--- src/rtl/serial_reg_pkg.sv ---
package serial_reg_pkg;
  localparam int unsigned NUM_REGS = 7;
  localparam int unsigned IDX_SR   = 0;
  localparam int unsigned IDX_DR   = 1;
  localparam int unsigned IDX_BRR  = 2;
  localparam int unsigned IDX_CR1  = 3;
  localparam int unsigned IDX_CR2  = 4;
  localparam int unsigned IDX_CR3  = 5;
  localparam int unsigned IDX_GTPR = 6;
  localparam int unsigned NUM_CFG  = NUM_REGS - IDX_BRR;

  localparam int unsigned SR_TXE  = 7;
  localparam int unsigned SR_TC   = 6;
  localparam int unsigned SR_RXNE = 5;

  localparam int unsigned CR1_EN   = 13;
  localparam int unsigned CR1_RXIE = 5;
  localparam int unsigned CR1_RXEN = 2;

  localparam logic [31:0] SR_RST      = 32'h0000_00C0;
  localparam logic [31:0] SR_LOAD_MAX = 32'h0000_03FF;
  localparam logic [31:0] TX_LIMIT    = 32'h0000_F000;
  localparam logic [31:0] DR_RD_MASK  = 32'h0000_03FF;
endpackage

--- src/rtl/serial_addr_dec.sv ---
module serial_addr_dec #(
  parameter int unsigned ADDR_W   = 8,
  parameter int unsigned NUM_REGS = 7
) (
  input  logic [ADDR_W-1:0]   addr_i,
  output logic [NUM_REGS-1:0] sel_o
);
  localparam int unsigned IDX_W = ADDR_W - 2;

  for (genvar g = 0; g < NUM_REGS; g++) begin : g_sel
    assign sel_o[g] = (addr_i[1:0] == 2'b00) && (addr_i[ADDR_W-1:2] == IDX_W'(g));
  end
endmodule

--- src/rtl/serial_cfg_bank.sv ---
module serial_cfg_bank #(
  parameter int unsigned NUM_CFG = 5
) (
  input  logic                    clk_i,
  input  logic                    rst_ni,
  input  logic [NUM_CFG-1:0]      we_i,
  input  logic [31:0]             wdata_i,
  output logic [NUM_CFG-1:0][31:0] q_o
);
  for (genvar k = 0; k < NUM_CFG; k++) begin : g_word
    always_ff @(posedge clk_i or negedge rst_ni) begin
      if (!rst_ni)     q_o[k] <= '0;
      else if (we_i[k]) q_o[k] <= wdata_i;
    end


    cfg_hold_chk: assert property (@(posedge clk_i) disable iff (!rst_ni)
      !we_i[k] |=> $stable(q_o[k]));
  end
endmodule

--- src/rtl/serial_stat_ctl.sv ---
module serial_stat_ctl
  import serial_reg_pkg::*;
#(
  parameter int unsigned RX_W = 8
) (
  input  logic            clk_i,
  input  logic            rst_ni,
  input  logic            sr_rd_i,
  input  logic            sr_wr_i,
  input  logic            dr_rd_i,
  input  logic            dr_wr_i,
  input  logic            cr1_wr_i,
  input  logic [31:0]     wdata_i,
  input  logic            cr1_en_i,
  input  logic            cr1_rxen_i,
  input  logic            cr1_rxie_i,
  input  logic            rx_valid_i,
  input  logic [RX_W-1:0] rx_data_i,
  output logic            rx_ready_o,
  output logic [31:0]     sr_o,
  output logic [RX_W-1:0] dr_o,
  output logic            tx_valid_o,
  output logic [7:0]      tx_data_o,
  output logic            irq_o
);
  logic [31:0]     sr_q, sr_n;
  logic [RX_W-1:0] dr_q, dr_n;
  logic            irq_q, irq_n;
  logic            tx_fire, rx_fire, rx_on;

  assign rx_ready_o = ~sr_q[SR_RXNE];
  assign rx_fire    = rx_valid_i & rx_ready_o;
  assign rx_on      = cr1_en_i & cr1_rxen_i;
  assign tx_fire    = dr_wr_i && (wdata_i < TX_LIMIT);

  // bus effects first, receive event last so a byte is never lost
  always_comb begin
    sr_n  = sr_q;
    dr_n  = dr_q;
    irq_n = irq_q;
    if (sr_rd_i) sr_n[SR_TC] = 1'b0;
    if (dr_rd_i) begin
      sr_n[SR_TXE]  = 1'b1;
      sr_n[SR_RXNE] = 1'b0;
      irq_n         = 1'b0;
    end
    if (sr_wr_i) begin
      sr_n = (wdata_i <= SR_LOAD_MAX) ? wdata_i : (sr_q & wdata_i);
      if (!sr_n[SR_RXNE]) irq_n = 1'b0;
    end
    if (tx_fire) begin
      sr_n[SR_TC]  = 1'b1;
      sr_n[SR_TXE] = 1'b0;
    end
    if (cr1_wr_i && wdata_i[CR1_RXIE] && sr_q[SR_RXNE]) irq_n = 1'b1;
    if (rx_fire) begin
      dr_n = rx_data_i;
      if (rx_on) begin
        sr_n[SR_RXNE] = 1'b1;
        if (cr1_rxie_i) irq_n = 1'b1;
      end
    end
  end

  always_ff @(posedge clk_i or negedge rst_ni) begin
    if (!rst_ni) begin
      sr_q       <= SR_RST;
      dr_q       <= '0;
      irq_q      <= 1'b0;
      tx_valid_o <= 1'b0;
      tx_data_o  <= '0;
    end else begin
      sr_q       <= sr_n;
      dr_q       <= dr_n;
      irq_q      <= irq_n;
      tx_valid_o <= tx_fire;
      if (tx_fire) tx_data_o <= wdata_i[7:0];
    end
  end

  assign sr_o  = sr_q;
  assign dr_o  = dr_q;
  assign irq_o = irq_q;


  rx_store_chk: assert property (@(posedge clk_i) disable iff (!rst_ni)
    rx_fire |=> dr_q == $past(rx_data_i));

  rx_gate_chk: assert property (@(posedge clk_i) disable iff (!rst_ni)
    rx_fire && !rx_on && !sr_wr_i |=> !sr_q[SR_RXNE]);

  rx_irq_chk: assert property (@(posedge clk_i) disable iff (!rst_ni)
    rx_fire && rx_on && cr1_rxie_i |=> irq_q && sr_q[SR_RXNE]);

  sr_rd_tc_chk: assert property (@(posedge clk_i) disable iff (!rst_ni)
    sr_rd_i |=> !sr_q[SR_TC]);

  dr_rd_chk: assert property (@(posedge clk_i) disable iff (!rst_ni)
    dr_rd_i && !rx_valid_i |=> !irq_q && sr_q[SR_TXE] && !sr_q[SR_RXNE]);

  tx_emit_chk: assert property (@(posedge clk_i) disable iff (!rst_ni)
    dr_wr_i && (wdata_i < TX_LIMIT) |=>
      tx_valid_o && tx_data_o == $past(wdata_i[7:0]) && sr_q[SR_TC] && !sr_q[SR_TXE]);

  tx_quiet_chk: assert property (@(posedge clk_i) disable iff (!rst_ni)
    !(dr_wr_i && (wdata_i < TX_LIMIT)) |=> !tx_valid_o);

  sr_wr_irq_chk: assert property (@(posedge clk_i) disable iff (!rst_ni)
    sr_wr_i && !rx_valid_i |=> !sr_q[SR_RXNE] |-> !irq_q);

  cr1_irq_chk: assert property (@(posedge clk_i) disable iff (!rst_ni)
    cr1_wr_i && wdata_i[CR1_RXIE] && sr_q[SR_RXNE] |=> irq_q);
endmodule

--- src/rtl/serial_reg_front.sv ---
module serial_reg_front
  import serial_reg_pkg::*;
#(
  parameter int unsigned ADDR_W = 8,
  parameter int unsigned RX_W   = 8
) (
  input  logic              clk_i,
  input  logic              rst_ni,
  input  logic              req_i,
  input  logic              we_i,
  input  logic [ADDR_W-1:0] addr_i,
  input  logic [31:0]       wdata_i,
  output logic [31:0]       rdata_o,
  output logic              rvalid_o,
  input  logic              rx_valid_i,
  input  logic [RX_W-1:0]   rx_data_i,
  output logic              rx_ready_o,
  output logic              tx_valid_o,
  output logic [7:0]        tx_data_o,
  output logic              irq_o
);
  localparam int unsigned CR1_K = IDX_CR1 - IDX_BRR;

  logic [NUM_REGS-1:0]       sel;
  logic                      rd, wr;
  logic [NUM_CFG-1:0]        cfg_we;
  logic [NUM_CFG-1:0][31:0]  cfg_q;
  logic [31:0]               sr;
  logic [RX_W-1:0]           dr;
  logic [NUM_REGS-1:0][31:0] words;
  logic [31:0]               rd_word;

  assign rd = req_i & ~we_i;
  assign wr = req_i &  we_i;

  serial_addr_dec #(.ADDR_W(ADDR_W), .NUM_REGS(NUM_REGS)) u_dec (
    .addr_i (addr_i),
    .sel_o  (sel)
  );

  for (genvar k = 0; k < NUM_CFG; k++) begin : g_cfg_we
    assign cfg_we[k]          = wr & sel[IDX_BRR + k];
    assign words[IDX_BRR + k] = cfg_q[k];
  end

  serial_cfg_bank #(.NUM_CFG(NUM_CFG)) u_cfg (
    .clk_i   (clk_i),
    .rst_ni  (rst_ni),
    .we_i    (cfg_we),
    .wdata_i (wdata_i),
    .q_o     (cfg_q)
  );

  serial_stat_ctl #(.RX_W(RX_W)) u_stat (
    .clk_i      (clk_i),
    .rst_ni     (rst_ni),
    .sr_rd_i    (rd & sel[IDX_SR]),
    .sr_wr_i    (wr & sel[IDX_SR]),
    .dr_rd_i    (rd & sel[IDX_DR]),
    .dr_wr_i    (wr & sel[IDX_DR]),
    .cr1_wr_i   (wr & sel[IDX_CR1]),
    .wdata_i    (wdata_i),
    .cr1_en_i   (cfg_q[CR1_K][CR1_EN]),
    .cr1_rxen_i (cfg_q[CR1_K][CR1_RXEN]),
    .cr1_rxie_i (cfg_q[CR1_K][CR1_RXIE]),
    .rx_valid_i (rx_valid_i),
    .rx_data_i  (rx_data_i),
    .rx_ready_o (rx_ready_o),
    .sr_o       (sr),
    .dr_o       (dr),
    .tx_valid_o (tx_valid_o),
    .tx_data_o  (tx_data_o),
    .irq_o      (irq_o)
  );

  assign words[IDX_SR] = sr;
  assign words[IDX_DR] = 32'(dr) & DR_RD_MASK;

  always_comb begin
    rd_word = '0;
    for (int i = 0; i < NUM_REGS; i++)
      if (sel[i]) rd_word = rd_word | words[i];
  end

  always_ff @(posedge clk_i or negedge rst_ni) begin
    if (!rst_ni) begin
      rdata_o  <= '0;
      rvalid_o <= 1'b0;
    end else begin
      rvalid_o <= rd;
      if (rd) rdata_o <= rd_word;
    end
  end


  rd_valid_chk: assert property (@(posedge clk_i) disable iff (!rst_ni)
    rd |=> rvalid_o);

  rd_pulse_chk: assert property (@(posedge clk_i) disable iff (!rst_ni)
    !rd |=> !rvalid_o);

  unmapped_rd_chk: assert property (@(posedge clk_i) disable iff (!rst_ni)
    rd && (sel == '0) |=> rdata_o == 32'h0);

  sr_rd_val_chk: assert property (@(posedge clk_i) disable iff (!rst_ni)
    rd && sel[IDX_SR] |=> rdata_o == $past(sr));
endmodule

--- config.mk ---
export PLATFORM = sky130hd
export DESIGN_NAME = serial_reg_front
export DESIGN_NICKNAME = d
export VERILOG_FILES = /design/src/rtl/serial_reg_pkg.sv /design/src/rtl/serial_addr_dec.sv /design/src/rtl/serial_cfg_bank.sv /design/src/rtl/serial_stat_ctl.sv /design/src/rtl/serial_reg_front.sv
export SDC_FILE = /design/constraint.sdc
export NUM_CORES = 1
export LEC_CHECK = 0
export ABC_AREA = 1
export BUFFER_PORTS_ARGS = -buffer_cell sky130_fd_sc_hd__buf_4
export CAP_MARGIN = 40
export CORE_ASPECT_RATIO = 0.6
export CORE_UTILIZATION = 55
export CTS_CLUSTER_DIAMETER = 30
export DETAILED_ROUTE_END_ITERATION = 8
export PLACE_DENSITY = 0.74
export SLEW_MARGIN = 40
export SYNTH_ARGS = -nofsm -noshare
export SYNTH_HDL_FRONTEND = slang
export SYNTH_HIERARCHICAL = 1
export SYNTH_SLANG_ARGS = --single-unit
--- constraint.sdc ---
create_clock -name clk_i -period 1.2 [get_ports clk_i]
set_clock_uncertainty 0.1 [all_clocks]
set_input_delay 0.12 -clock clk_i [delete_from_list [all_inputs] [get_ports clk_i]]
set_output_delay 0.12 -clock clk_i [all_outputs]
set_load 0.02 [all_outputs]
* After elaboration in Yosys (flattened, before gate mapping)
Index checks and enable logic that the tools add are counted.
** Operators by class
- Magnitude comparators :: 2
- Reduce and logical (&&, ||, !) cells :: 14
- Muxes and demuxes :: 22
- Bitwise gates (word level) :: 22
- Equality and inequality tests :: 6
** Operator list (number)
- 32-bit two-way mux :: 8
- 32-bit bitwise OR :: 5
- 32-bit bitwise AND :: 1
- 32-bit by 10-bit <= comparator with 1-bit output (second input constant) :: 1
- 32-bit by 16-bit less-than comparator with 1-bit output (second input constant) :: 1
- 32-bit by 8-bit bitwise OR with 32-bit output :: 1
- 6-bit by 3-bit equality test with 1-bit output (second input constant) :: 3
- 1-bit bitwise AND :: 13
- 6-bit by 2-bit equality test with 1-bit output (second input constant) :: 2
- 1-bit two-way mux :: 12
- 1-bit logical AND :: 10
- 8-bit two-way mux :: 1
- 6-bit by 1-bit equality test with 1-bit output (second input constant) :: 1
- 6-bit zero test :: 1
- 3-bit nonzero test :: 2
- 2-bit zero test :: 1
- 2-bit two-way mux :: 1
- 1-bit NOT :: 2
** Storage, ports and cells
- Word-level logic and storage cells :: 81
- Output and inout port bits :: 44
- Input port bits :: 53
- Register bits after elaboration :: 243

* Logic depth before layout (Yosys ltp)
Gate-level depths: netlist of run 1.
- Depth in word-level cells :: 15
- Depth in mapped cells :: 13
- Gate-level depth less buffers :: 12

* Modules after synthesis
The synthesis of run 1 kept the hierarchy.
** By module, submodules not included
- serial_cfg_bank :: area an instance 6292.3 µm², times used 1, sequential area each 4003.8 µm², cells each 680
- serial_reg_front :: area an instance 2979.1 µm², times used 1, sequential area each 825.8 µm², cells each 516
- serial_stat_ctl :: area an instance 1990.7 µm², times used 1, sequential area each 1253.7 µm², cells each 187
- serial_addr_dec :: area an instance 101.3 µm², times used 1, sequential area each 0.0 µm², cells each 27

* Worst setup path before layout of run 1
Ideal clock, no wire load.
- Path type :: input-to-reg
- Start point :: input port addr_i[7]
- End point :: register u_stat.sr_q[12] (netlist: u_stat/sr_o[12])
- Cell stages on the path :: 10
- Buffers on the path :: 3
- Data required time :: 981 ps
- Setup time :: 119 ps
- Data arrival time :: 1516 ps
- Setup slack :: -535 ps
- Cell sequence :: nor2_1 -> nand2_1 -> nor2_1 -> buf_2 -> buf_4 -> inv_1 -> nor2_1 -> inv_2 -> buf_2 -> o21a_1
** On the way
- Longest elaborated chain between the ends :: 3
** Ends and longest elaborated chain
- start, declared :: line serial_reg_front.sv:11 : input logic [ADDR_W-1:0] addr_i,
- 6-bit zero test :: line serial_addr_dec.sv:11 : assign sel_o[g] = (addr_i[1:0] == 2'b00) && (addr_i[ADDR_W-1:2] == IDX_W'(g));
- 1-bit logical AND :: line serial_addr_dec.sv:11
- net sel[0] :: line serial_reg_front.sv:24 : logic [NUM_REGS-1:0] sel;
- 1-bit bitwise AND :: line serial_reg_front.sv:58 : .sr_wr_i (wr & sel[IDX_SR]),
- end signal, assigned :: line serial_stat_ctl.sv:73 : sr_q <= sr_n;
- end, declared :: line serial_stat_ctl.sv:26 : logic [31:0] sr_q, sr_n;
The timed path passes the listed nets, and every way through them passes these cells.
A chain may end at the register's enable or synchronous reset.

* Worst setup path after layout of run 1
- Start point :: register u_stat.sr_q[5] (netlist: u_stat/sr_o[5])
- End point :: output port rx_ready_o
** On the way
- Longest elaborated chain between the ends :: 1
** Ends and longest elaborated chain
- 1-bit NOT :: line serial_stat_ctl.sv:31 : assign rx_ready_o = ~sr_q[SR_RXNE];
- end, declared :: line serial_reg_front.sv:17 : output logic rx_ready_o,
Every way passes these cells.

==> results of run 1 <==
==> path summary, 6_finish.rpt <==
path                                            startpoint                    endpoint  slack [ps]  depth (start not counted)
worst max-delay path              u_stat/sr_o[5]$_DFF_PN0_                  rx_ready_o        -170                          3
worst min-delay path                                rst_ni  u_cfg/q_o[112]$_DFFE_PN0P_         -40                          2
worst max register to register    u_stat/sr_o[5]$_DFF_PN0_  u_stat/dr_o[2]$_DFFE_PN0P_         -30                          4
worst min register to register  u_cfg/q_o[134]$_DFFE_PN0P_  u_cfg/q_o[134]$_DFFE_PN0P_         370                          2
max in group asynchronous                           rst_ni  u_cfg/q_o[127]$_DFFE_PN0P_         450                          4
min in group clk_i                                    we_i      rdata_o[6]$_DFFE_PN0P_          60                          6
==> cell type report <==
type	instances	area, sq um
Clock buffer	42	995
Clock inverter	20	209
Fill cell	1388	5140
Inverter	37	195
Multi-Input combinational cell	1060	4660
Sequential cell	243	6080
Tap cell	273	342
Timing Repair Buffer	267	2490
==> cells by family after synthesis <==
kind of cell           after synthesis
and+or+nand+nor                    981
AOI/OAI and AO/OA                   71
muxes                                8
DFF                                243
buffers and inverters              107
==> cell usage after synthesis <==
library cell,count,area [sq um]
a21boi_0,2,15.0
a21oi_1,15,75.1
a21oi_2,29,254
buf_12,4,80.1
buf_2,10,50.1
buf_4,31,233
buf_6,25,282
dfrtp_1,241,6030
dfstp_2,2,52.6
inv_1,26,97.6
inv_2,4,15.0
inv_4,5,31.3
inv_8,2,22.5
mux2_1,8,90.1
nand2_1,792,2970
nand2_2,32,200
nand2_4,1,11.3
nand2_8,1,20.0
nand3_1,9,45.0
nand3_2,1,10.0
nand4_1,2,12.5
nor2_1,130,488
nor2_2,10,62.6
nor2_4,3,33.8
o21a_1,20,150
o21ai_0,4,20.0
o21ai_2,1,8.76
==> power by group through the flow <==
stage / clock [mW] / sequential [mW] / combinational, mW
floorplan: 0 / 9.06 / 0.535
global placement: 0 / 8.94 / 1.56
detailed placement: 0 / 8.95 / 1.59
CTS: 10.5 / 8.84 / 1.99
global route: 10.9 / 8.89 / 2.21
finish: 10.4 / 8.85 / 2.06
==> critical path: cells and delay by family (launching register included) <==
kind / cells / cell delay, ps
DFF: 1 / 390
buffers and inverters: 3 / 270
==> repair_timing <==
item,4_1_cts,5_1_grt
hold endpoints to repair,452,28
hold buffers,42,3
setup buffers,22,11
endpoints found under the setup margin,55,138
resized for setup,60,30
pin swaps,1,4
==> state kept, by name, summed over array words and instances, names as in the netlist <==
register	flops
u_cfg/q_o	160
rdata_o	32
u_stat/sr_o	32
u_stat/dr_o	8
u_stat/tx_data_o	8
rvalid_o	1
u_stat/irq_o	1
u_stat/tx_valid_o	1
==> metal layers <==
layer / global-route usage, % / vias to the layer above
met4: 7.91 / 0
met1: 46.1 / 4843
met5: 0 / -
li1: - / 4754
met2: 49.4 / 546
met3: 8.44 / 90
==> cells in the final DEF, fill, tap and decap left out, types with 16 or more instances in the layout <==
master         count
buf_6             56
dfrtp_1          241
nand2_2           33
nor2_1           110
buf_4            154
o21a_1            20
a21oi_2           35
nor2_2            17
dlygate4sd3_1     43
nand2_1          789
clkbuf_16         37
inv_1             17
nor2_4            16
==> per-stage QoR <==
step	setup slack, ps	hold WS [ps]	cells
after floorplan	-216	-276	1410
after global placement	-441	-127	1804
after detailed placement	-503	-127	1804
after CTS	-168	-39.2	1930
after global routing	-203	-35.4	1942
final	-169	-39.0	1942
==> out/qor.yml, run 1 <==
ys_seq_elements: 243
hold_violations: 16
synth_simple_gate_area_share_pct: 33.9
p_sw_mw: 5.11
wl_met1_mm: 14.5
drt_iter0_markers: 1008
placed_area_sq_um: 12800
wl_met2_mm: 14.5
violations: "hold timing, setup timing"
peakVddDrop_mv: 0.900
pwr-share-seq_pct: 41.5
htreeDepth: 2
met3_length_mm: 3.82
ys_warn_count: 6
drive_gt1_share_pct: 25.3
drc: 0
cts_buffers: 35
post-route-period-util_pct: 114
status: "finished with violations"
num_antenna_cells: 0
fin_crit_ps: 1370
avgSynthCellArea_sq_um: 8.06
rsz0062_at_grt: "yes"
grt_use_total_pct: 32.3
setup_violations: 66
layout-area-overhead-vs-synth_pct: 31.8
pin_count: 97
crit_arrival_ps: 1150
antenna_found_initial: 0
synth_nets: 1463
grt_max_degree: 60
ant_nets: 0
clk_latency_ps: 500
tritoncts: "built"
path_cells: "inv_2, buf_6, buf_6"
core_area_sq_um: 20100
worstMarginPinSlew_ps: 379
highest_layer: "met4"
max_freq_mhz: 730
leakage_nw: 8.13
synth_compound_area_share_pct: 4.60
drt_pre_antenna_iters: 8
vias: 10200
slew_violations: 0
p_clk_share_pct: 48.8
powerDensity_nw_per_um2: 1420
cts_buffer_depth: 3
startpoint_type: "register"
min_path_type: "in2async"
die_w_um: 188
synth_top_family_by_area: "simple AND/OR/NAND/NOR gates"
hold-worst-slack_ps: -39.0
design_area_sq_um: 15000
final_util_pct: 74.5
slowest_stage: "dfrtp_1"
synth-seq-area-share_pct: 53.5
dp_hpwl_mm: 20.4
grt_pass1_wl_mm: 53.2
p_int_mw: 16.2
power_frac_comb_pct: 9.6
synthXorXnorAreaFrac_pct: 0
yosys.area_share.adder_pct: 0
grt_overflow: 0
syn_inst: 1410
gp_congestion: 0.849
fin_nets: 1697
critical_path_required_ps: 980
worstSetupPathType: "reg2out"
portBuffers: 96
max_stage_delay_ps: 390
grt_pass1_vias: 10100
cts-root-buf: "clkbuf_16"
switching_share_pct: 24.0
crit_path_end_kind: "output port"
syn_area_sq_um: 11400
fin_tns_setup_ps: -3230
power_mw: 21.3
relSlewSlack_pct: 74.8
path_max_fanout: 2
path_clk_slew_ps: 60
cts_sinks: 243
max-cap-violations: 0
core.rowCount: 40
wl_mm: 33.7
muxShareOfSynthArea_pct: 0.793
dieArea_sq_um: 21300
viasPerCell: 5.27
cpMostUsedCell: "buf_6"
ys_types: 27
wire_per_inst_um: 17.4
die_h_um: 113
initial_core_util_pct: 56.5
fin_ws_ps: -169
Power figures use the tool's default switching activity.
==> run 2: changes to the inputs <==
--- a/config.mk
+++ b/config.mk
@@ -8,7 +8,7 @@
 export ABC_AREA = 1
 export BUFFER_PORTS_ARGS = -buffer_cell sky130_fd_sc_hd__buf_4
 export CAP_MARGIN = 40
-export CORE_ASPECT_RATIO = 0.6
+export CORE_ASPECT_RATIO = 1.5
 export CORE_UTILIZATION = 55
 export CTS_CLUSTER_DIAMETER = 30
 export DETAILED_ROUTE_END_ITERATION = 8
==> constraint.sdc (replaced) <==
create_clock -name clk_i -period 1.4 [get_ports clk_i]
set_clock_uncertainty 0.1 [all_clocks]
set_input_delay 0.14 -clock clk_i [delete_from_list [all_inputs] [get_ports clk_i]]
set_output_delay 0.14 -clock clk_i [all_outputs]
set_load 0.02 [all_outputs]
==> run 2 against run 1 <==
Critical path depth is 6 higher. Via count is 4.8% lower. Clock-buffer cell count is 4 higher. Largest power group unchanged. The run now ends clean. Largest cell class unchanged. Sequential cell count stayed put.
==> out/qor.yml, run 2 (synthesis results as in run 1) <==
status: "finished clean"  # was finished with violations
portBuffers: 96  # unchanged
num_antenna_cells: 0  # unchanged
top_register: "u_cfg/q_o"  # unchanged
fin_crit_ps: 1350
core_area_sq_um: 20300  # was 20100 sq um
leakage_nw: 7.80  # was 8.13 nW
pin_count: 97  # unchanged
fin_nets: 1644  # was 1697
gp_congestion: 0.871  # was 0.849
dp_hpwl_mm: 19.5  # was 20.4 mm
drive_gt1_share_pct: 22.1  # was 25.3%
clk_latency_ps: 490  # was 500 ps
p_clk_share_pct: 51.4  # was 48.8%
htreeDepth: 2  # unchanged
grt_max_degree: 64  # was 60
max_freq_mhz: 739
grt_pass1_vias: 9699  # was 10100
fin_cells: 1881  # was 1942
final_util_pct: 70.3  # was 74.5%
drc: 0  # unchanged
powerDensity_nw_per_um2: 1290  # was 1420 nW/um^2
largest_register_ffs: 160  # unchanged
grt_pass1_wl_mm: 49.9  # was 53.2 mm
slew_violations: 0  # unchanged
path_max_fanout: 8  # was 2
pre_cts_ws_ps: -292  # was -503 ps
startpoint_type: "input port"  # was register
cts_buffers: 36  # was 35
peakVddDrop_mv: 0.903  # was 0.900 mV
drt_pre_antenna_iters: 5  # was 8
p_sw_mw: 4.21  # was 5.11 mW
post-route-period-util_pct: 96.7
power_mw: 18.5  # was 21.3 mW
cts_sinks: 243  # unchanged
fin_tns_setup_ps: 0  # was -3230 ps
cts-root-buf: "clkbuf_16"  # unchanged
rsz0062_at_grt: "no"  # was yes
worstHoldPathCells: 3
initial_core_util_pct: 55.9  # was 56.5%
relSlewSlack_pct: 69.6  # was 74.8%
max-cap-violations: 0  # unchanged
layout-area-overhead-vs-synth_pct: 25.9  # was 31.8%
drt_iter0_markers: 654  # was 1008
final_common_cell: "nand2_1"  # unchanged
grt_overflow: 0  # unchanged
placed_cells: 1768  # was 1804
switching_share_pct: 22.8  # was 24.0%
p_int_mw: 14.3  # was 16.2 mW
hold_violations: 0  # was 16
power_frac_comb_pct: 7.7  # was 9.6%
tritoncts: "built"  # unchanged
crit_path_end_kind: "register"  # was output port
critical_path_required_ps: 1710  # was 980 ps
reg2reg_depth: 4  # unchanged
worstSetupPathType: "in2reg"  # was reg2out
min_path_type: "in2reg"  # was in2async
wl_mm: 30.8  # was 33.7 mm
dieArea_sq_um: 21300  # about the same
grt_use_total_pct: 30.3  # was 32.3%
die_w_um: 119  # was 188 um
path_clk_slew_ps: 60  # about the same
ant_nets: 0  # unchanged
wire_per_inst_um: 16.4  # was 17.4 um
vias: 9746  # was 10200
fin_ws_ps: 46.0  # was -169 ps
crit_arrival_ps: 1670  # was 1150 ps
cts_buffer_depth: 3  # unchanged
worstMarginPinSlew_ps: 456  # was 379 ps
layout_common_cells: "nand2_1 (789), dfrtp_1 (241), buf_4 (156)"  # was nand2_1 (789), dfrtp_1 (241), buf_4 (154)
antenna_found_initial: 0  # unchanged
pwr-share-seq_pct: 40.9  # was 41.5%
viasPerCell: 5.18  # was 5.27
die_h_um: 178  # was 113 um
core.rowCount: 64  # was 40
setup_violations: 0  # was 66
==> run 2: changes by cell type in the layout (fill, tap and decap cells not counted), moves of 4 or more <==
cell,change
buf_12,-4
inv_6,-4
nor2_4,-6
clkinvlp_4,-5
nor2_2,+7
mux2_1,+8
mux2_4,-8
inv_4,+4
buf_6,-52
==> run 2: what timing repair did <==
| action | in CTS | in global routing |
|---|---|---|
| pin swaps | 0 | 6 |
| setup endpoints to repair | 1 | 17 |
| endpoints found under the hold margin | 451 | 1 |
| resized for setup | 0 | 19 |
| hold buffers | 42 | 1 |
| buffers inserted | 1 | 5 |
==> run 2: metal layers <==
layer	GRT usage [%]	vias up	routed length (um)
met5	0	-	0
met4	14.8	0	1350
met3	3.77	98	1700
met2	54.3	365	16000
met1	36.1	4626	11800
li1	-	4657	-
==> run 2: worst paths after layout <==
path | from | to | slack (ps)
max | wdata_i[13] | u_stat/sr_o[3]$_DFFE_PN0P_ | 50
min in group asynchronous | rst_ni | rdata_o[14]$_DFFE_PN0P_ | 30
max reg2reg | u_stat/sr_o[5]$_DFF_PN0_ | u_stat/dr_o[0]$_DFFE_PN0P_ | 70
min | wdata_i[18] | u_stat/sr_o[18]$_DFFE_PN0P_ | 1
min reg2reg | u_cfg/q_o[119]$_DFFE_PN0P_ | u_cfg/q_o[119]$_DFFE_PN0P_ | 370
max in group asynchronous | rst_ni | rdata_o[27]$_DFFE_PN0P_ | 520
==> run 2: cell type report <==
class | instances | area (sq um)
multi-input combinational | 1060 | 4590
clock inverter | 18 | 265
timing repair buffer | 213 | 1840
tap | 264 | 330
fill | 1631 | 6030
clock buffer | 46 | 1020
sequential | 243 | 6080
inverter | 37 | 171
==> run 2: metrics by stage <==
step	area, sq um	hold WS (ps)
after floorplan	11500	-256
after global routing	14300	22.2
after CTS	14200	37.1
after detailed placement	12500	-49.1
after global placement	12500	-52.0
final	14300	1.10
==> run 2: power groups by stage <==
stage	sequential (mW)	combinational, mW	clock [mW]
after floorplan	7.77	0.457	0
after global placement	7.66	1.28	0
after detailed placement	7.67	1.30	0
after CTS	7.55	1.40	9.58
after global routing	7.59	1.56	9.94
final	7.55	1.42	9.50
==> run 2: critical path, cell delays in order <==
cell and delay [ps]:
dlygate4sd3_1 570, buf_6 150, nor2_2 110, nand2_2 90, nor2_4 130, inv_2 50, nor2_4 100, nand2_4 150
a21oi_1 180
==> run 3: changes to the inputs <==
--- a/config.mk
+++ b/config.mk
@@ -13,6 +13,7 @@
 export CTS_CLUSTER_DIAMETER = 30
 export DETAILED_ROUTE_END_ITERATION = 8
 export PLACE_DENSITY = 0.74
+export SETUP_SLACK_MARGIN = 0.05
 export SLEW_MARGIN = 40
 export SYNTH_ARGS = -nofsm -noshare
 export SYNTH_HDL_FRONTEND = slang
==> run 3 against run 2 <==
The run now ends with hold timing left. Clock power fell by 5.4%. Global-route usage rose by 0.65 points. Register-to-register slack improved by 50 ps. Critical path type is now reg2out. Largest cell class unchanged. Largest power group unchanged. Highest routed layer unchanged.
==> out/qor.yml, run 3 (synthesis results as in run 1) <==
viasPerCell: 5.18  # about the same
max_freq_mhz: 747  # was 739 MHz
portBuffers: 96  # unchanged
grt_overflow: 0  # unchanged
dp_hpwl_mm: 19.8  # was 19.5 mm
wl_met1_mm: 11.7  # was 11.8 mm
htreeDepth: 2  # unchanged
powerDensity_nw_per_um2: 1260  # was 1290 nW/um^2
switching_share_pct: 23.8  # was 22.8%
max_stage_delay_ps: 390  # was 570 ps
setup_violations: 0  # unchanged
wl_mm: 31.3  # was 30.8 mm
crit_path_end_kind: "output port"  # was register
rrSetupSlack_ps: 120  # was 70 ps
power_mw: 18.0  # was 18.5 mW
clk_latency_ps: 510  # was 490 ps
design_area_sq_um: 14300  # about the same
critical_path_required_ps: 1160  # was 1710 ps
p_sw_mw: 4.28  # was 4.21 mW
violations: "hold timing"
rsz0062_at_grt: "yes"  # was no
core.rowCount: 64  # unchanged
core_area_sq_um: 20300  # unchanged
nFillCells: 1633  # was 1631
top_register: "u_cfg/q_o"  # unchanged
met3_length_mm: 1.60  # was 1.70 mm
fin_ws_ps: 62.1  # was 46.0 ps
path_delay_family: "flip-flops"  # was buffers and inverters
cts-root-buf: "clkbuf_16"  # unchanged
pre_cts_ws_ps: -310  # was -292 ps
num_antenna_cells: 0  # unchanged
worst-path-buf-inv: 2  # was 3
pin_count: 97  # unchanged
post-route-period-util_pct: 95.6  # was 96.7%
grt_pass1_wl_mm: 51.0  # was 49.9 mm
cts_sinks: 243  # unchanged
cts_buffers: 37  # was 36
placed_area_sq_um: 12500  # about the same
hold_violations: 14  # was 0
layout_common_cells: "nand2_1 (791), dfrtp_1 (241), buf_4 (151)"  # was nand2_1 (789), dfrtp_1 (241), buf_4 (156)
p_int_mw: 13.7  # was 14.3 mW
ctsHoldBuffers: 44  # was 42
ant_nets: 0  # unchanged
die_w_um: 119  # unchanged
pwr-share-seq_pct: 42.0  # was 40.9%
hold-worst-slack_ps: -22.8  # was 1.10 ps
relSlewSlack_pct: 69.7  # was 69.6%
r2r_end: "u_stat/dr_o[1]$_DFFE_PN0P_"  # was u_stat/dr_o[0]$_DFFE_PN0P_
reg2reg_depth: 3  # was 4
slew_violations: 0  # unchanged
grt_pass1_vias: 10100  # was 9699
die_h_um: 178  # unchanged
min_path_type: "in2async"  # was in2reg
p_clk_share_pct: 50.0  # was 51.4%
gp_congestion: 0.833  # was 0.871
leakage_nw: 7.76  # was 7.80 nW
peakVddDrop_mv: 1.00  # was 0.903 mV
dieArea_sq_um: 21300  # unchanged
wl_met2_mm: 16.2  # was 16.0 mm
highest_layer: "met4"  # unchanged
worstReg2RegStart: "u_stat/sr_o[5]$_DFF_PN0_"  # unchanged
final_common_cell: "nand2_1"  # unchanged
drive_gt1_share_pct: 21.9  # was 22.1%
largest_register_ffs: 160  # unchanged
layout-area-overhead-vs-synth_pct: 25.5  # was 25.9%
crit_arrival_ps: 1100  # was 1670 ps
path_clk_slew_ps: 50  # was 60 ps
antenna_found_initial: 0  # unchanged
wire_per_inst_um: 16.6  # was 16.4 um
status: "finished with violations"  # was finished clean
slowest_stage: "dfrtp_1"  # was dlygate4sd3_1
initial_core_util_pct: 55.9  # unchanged
grt_use_total_pct: 31.0  # was 30.3%
max-cap-violations: 0  # unchanged
cp.depth: 2  # was 9
grt_max_degree: 62  # was 64
power_frac_comb_pct: 8.0  # was 7.7%
tritoncts: "built"  # unchanged
drc: 0  # unchanged
vias: 9750  # was 9746
fin_tns_setup_ps: 0  # unchanged
drt_iter0_markers: 685  # was 654
final_util_pct: 70.1  # was 70.3%
worstMarginPinSlew_ps: 455  # was 456 ps
startpoint_type: "register"  # was input port
path_cells: "inv_2, buf_6"  # was dlygate4sd3_1, buf_6, nor2_2, nand2_2, nor2_4, inv_2, nor2_4, nand2_4, a21oi_1
drt_pre_antenna_iters: 5  # unchanged
path_max_fanout: 3  # was 8
worstSetupPathType: "reg2out"  # was in2reg
cts_buffer_depth: 3  # unchanged
fin_nets: 1645  # was 1644
fin_crit_ps: 1340  # was 1350 ps
run 3: cell type report:
| class | count | area [sq um] | area share, % |
|---|---|---|---|
| Sequential cell | 243 | 6080 | 42.6 |
| Multi-Input combinational cell | 1060 | 4560 | 31.9 |
| Timing Repair Buffer | 213 | 1890 | 13.2 |
| Clock buffer | 49 | 1060 | 7.44 |
| Tap cell | 264 | 330 | 2.32 |
| Clock inverter | 17 | 174 | 1.22 |
| Inverter | 37 | 174 | 1.22 |
run 3: routing by layer:
layer	GRT usage, %	vias up
met1	35.3	4660
met3	4.12	113
li1	-	4645
met4	18.2	0
met2	55.6	332
met5	0	-
run 3: worst max-delay path by stage:
stage,start,to,slack (ps)
after global placement,addr_i[2],u_cfg/q_o[4]$_DFFE_PN0P_,-280
after global routing,u_stat/sr_o[5]$_DFF_PN0_,rx_ready_o,30
after CTS,rdata_o[30]$_DFFE_PN0P_,rdata_o[30],60
after detailed placement,addr_i[2],u_cfg/q_o[145]$_DFFE_PN0P_,-310
after floorplan,addr_i[1],u_stat/sr_o[12]$_DFFE_PN0P_,-40
final,u_stat/sr_o[5]$_DFF_PN0_,rx_ready_o,60
run 3: power by group through the flow:
stage	Clock [mW]	Combinational (mW)	Sequential [mW]
2_1_floorplan	0	0.458	7.77
6_report	8.99	1.44	7.56
4_1_cts	9.06	1.44	7.56
3_3_place_gp	0	1.30	7.66
5_1_grt	9.38	1.57	7.60
3_5_place_dp	0	1.32	7.67
run 3: timing repair:
action,in CTS,in global routing
gates resized for setup,0,10
endpoints found under the setup margin,1,18
hold endpoints to repair,450,14
pin swaps,0,4
buffers inserted,2,0
run 3: metrics by stage:
stage | cells | hold WS (ps)
6_report | 1883 | -22.8
5_1_grt | 1883 | -16.2
4_1_cts | 1883 | -22.1
3_5_place_dp | 1771 | -80.7
3_3_place_gp | 1771 | -79.1
2_1_floorplan | 1410 | -256
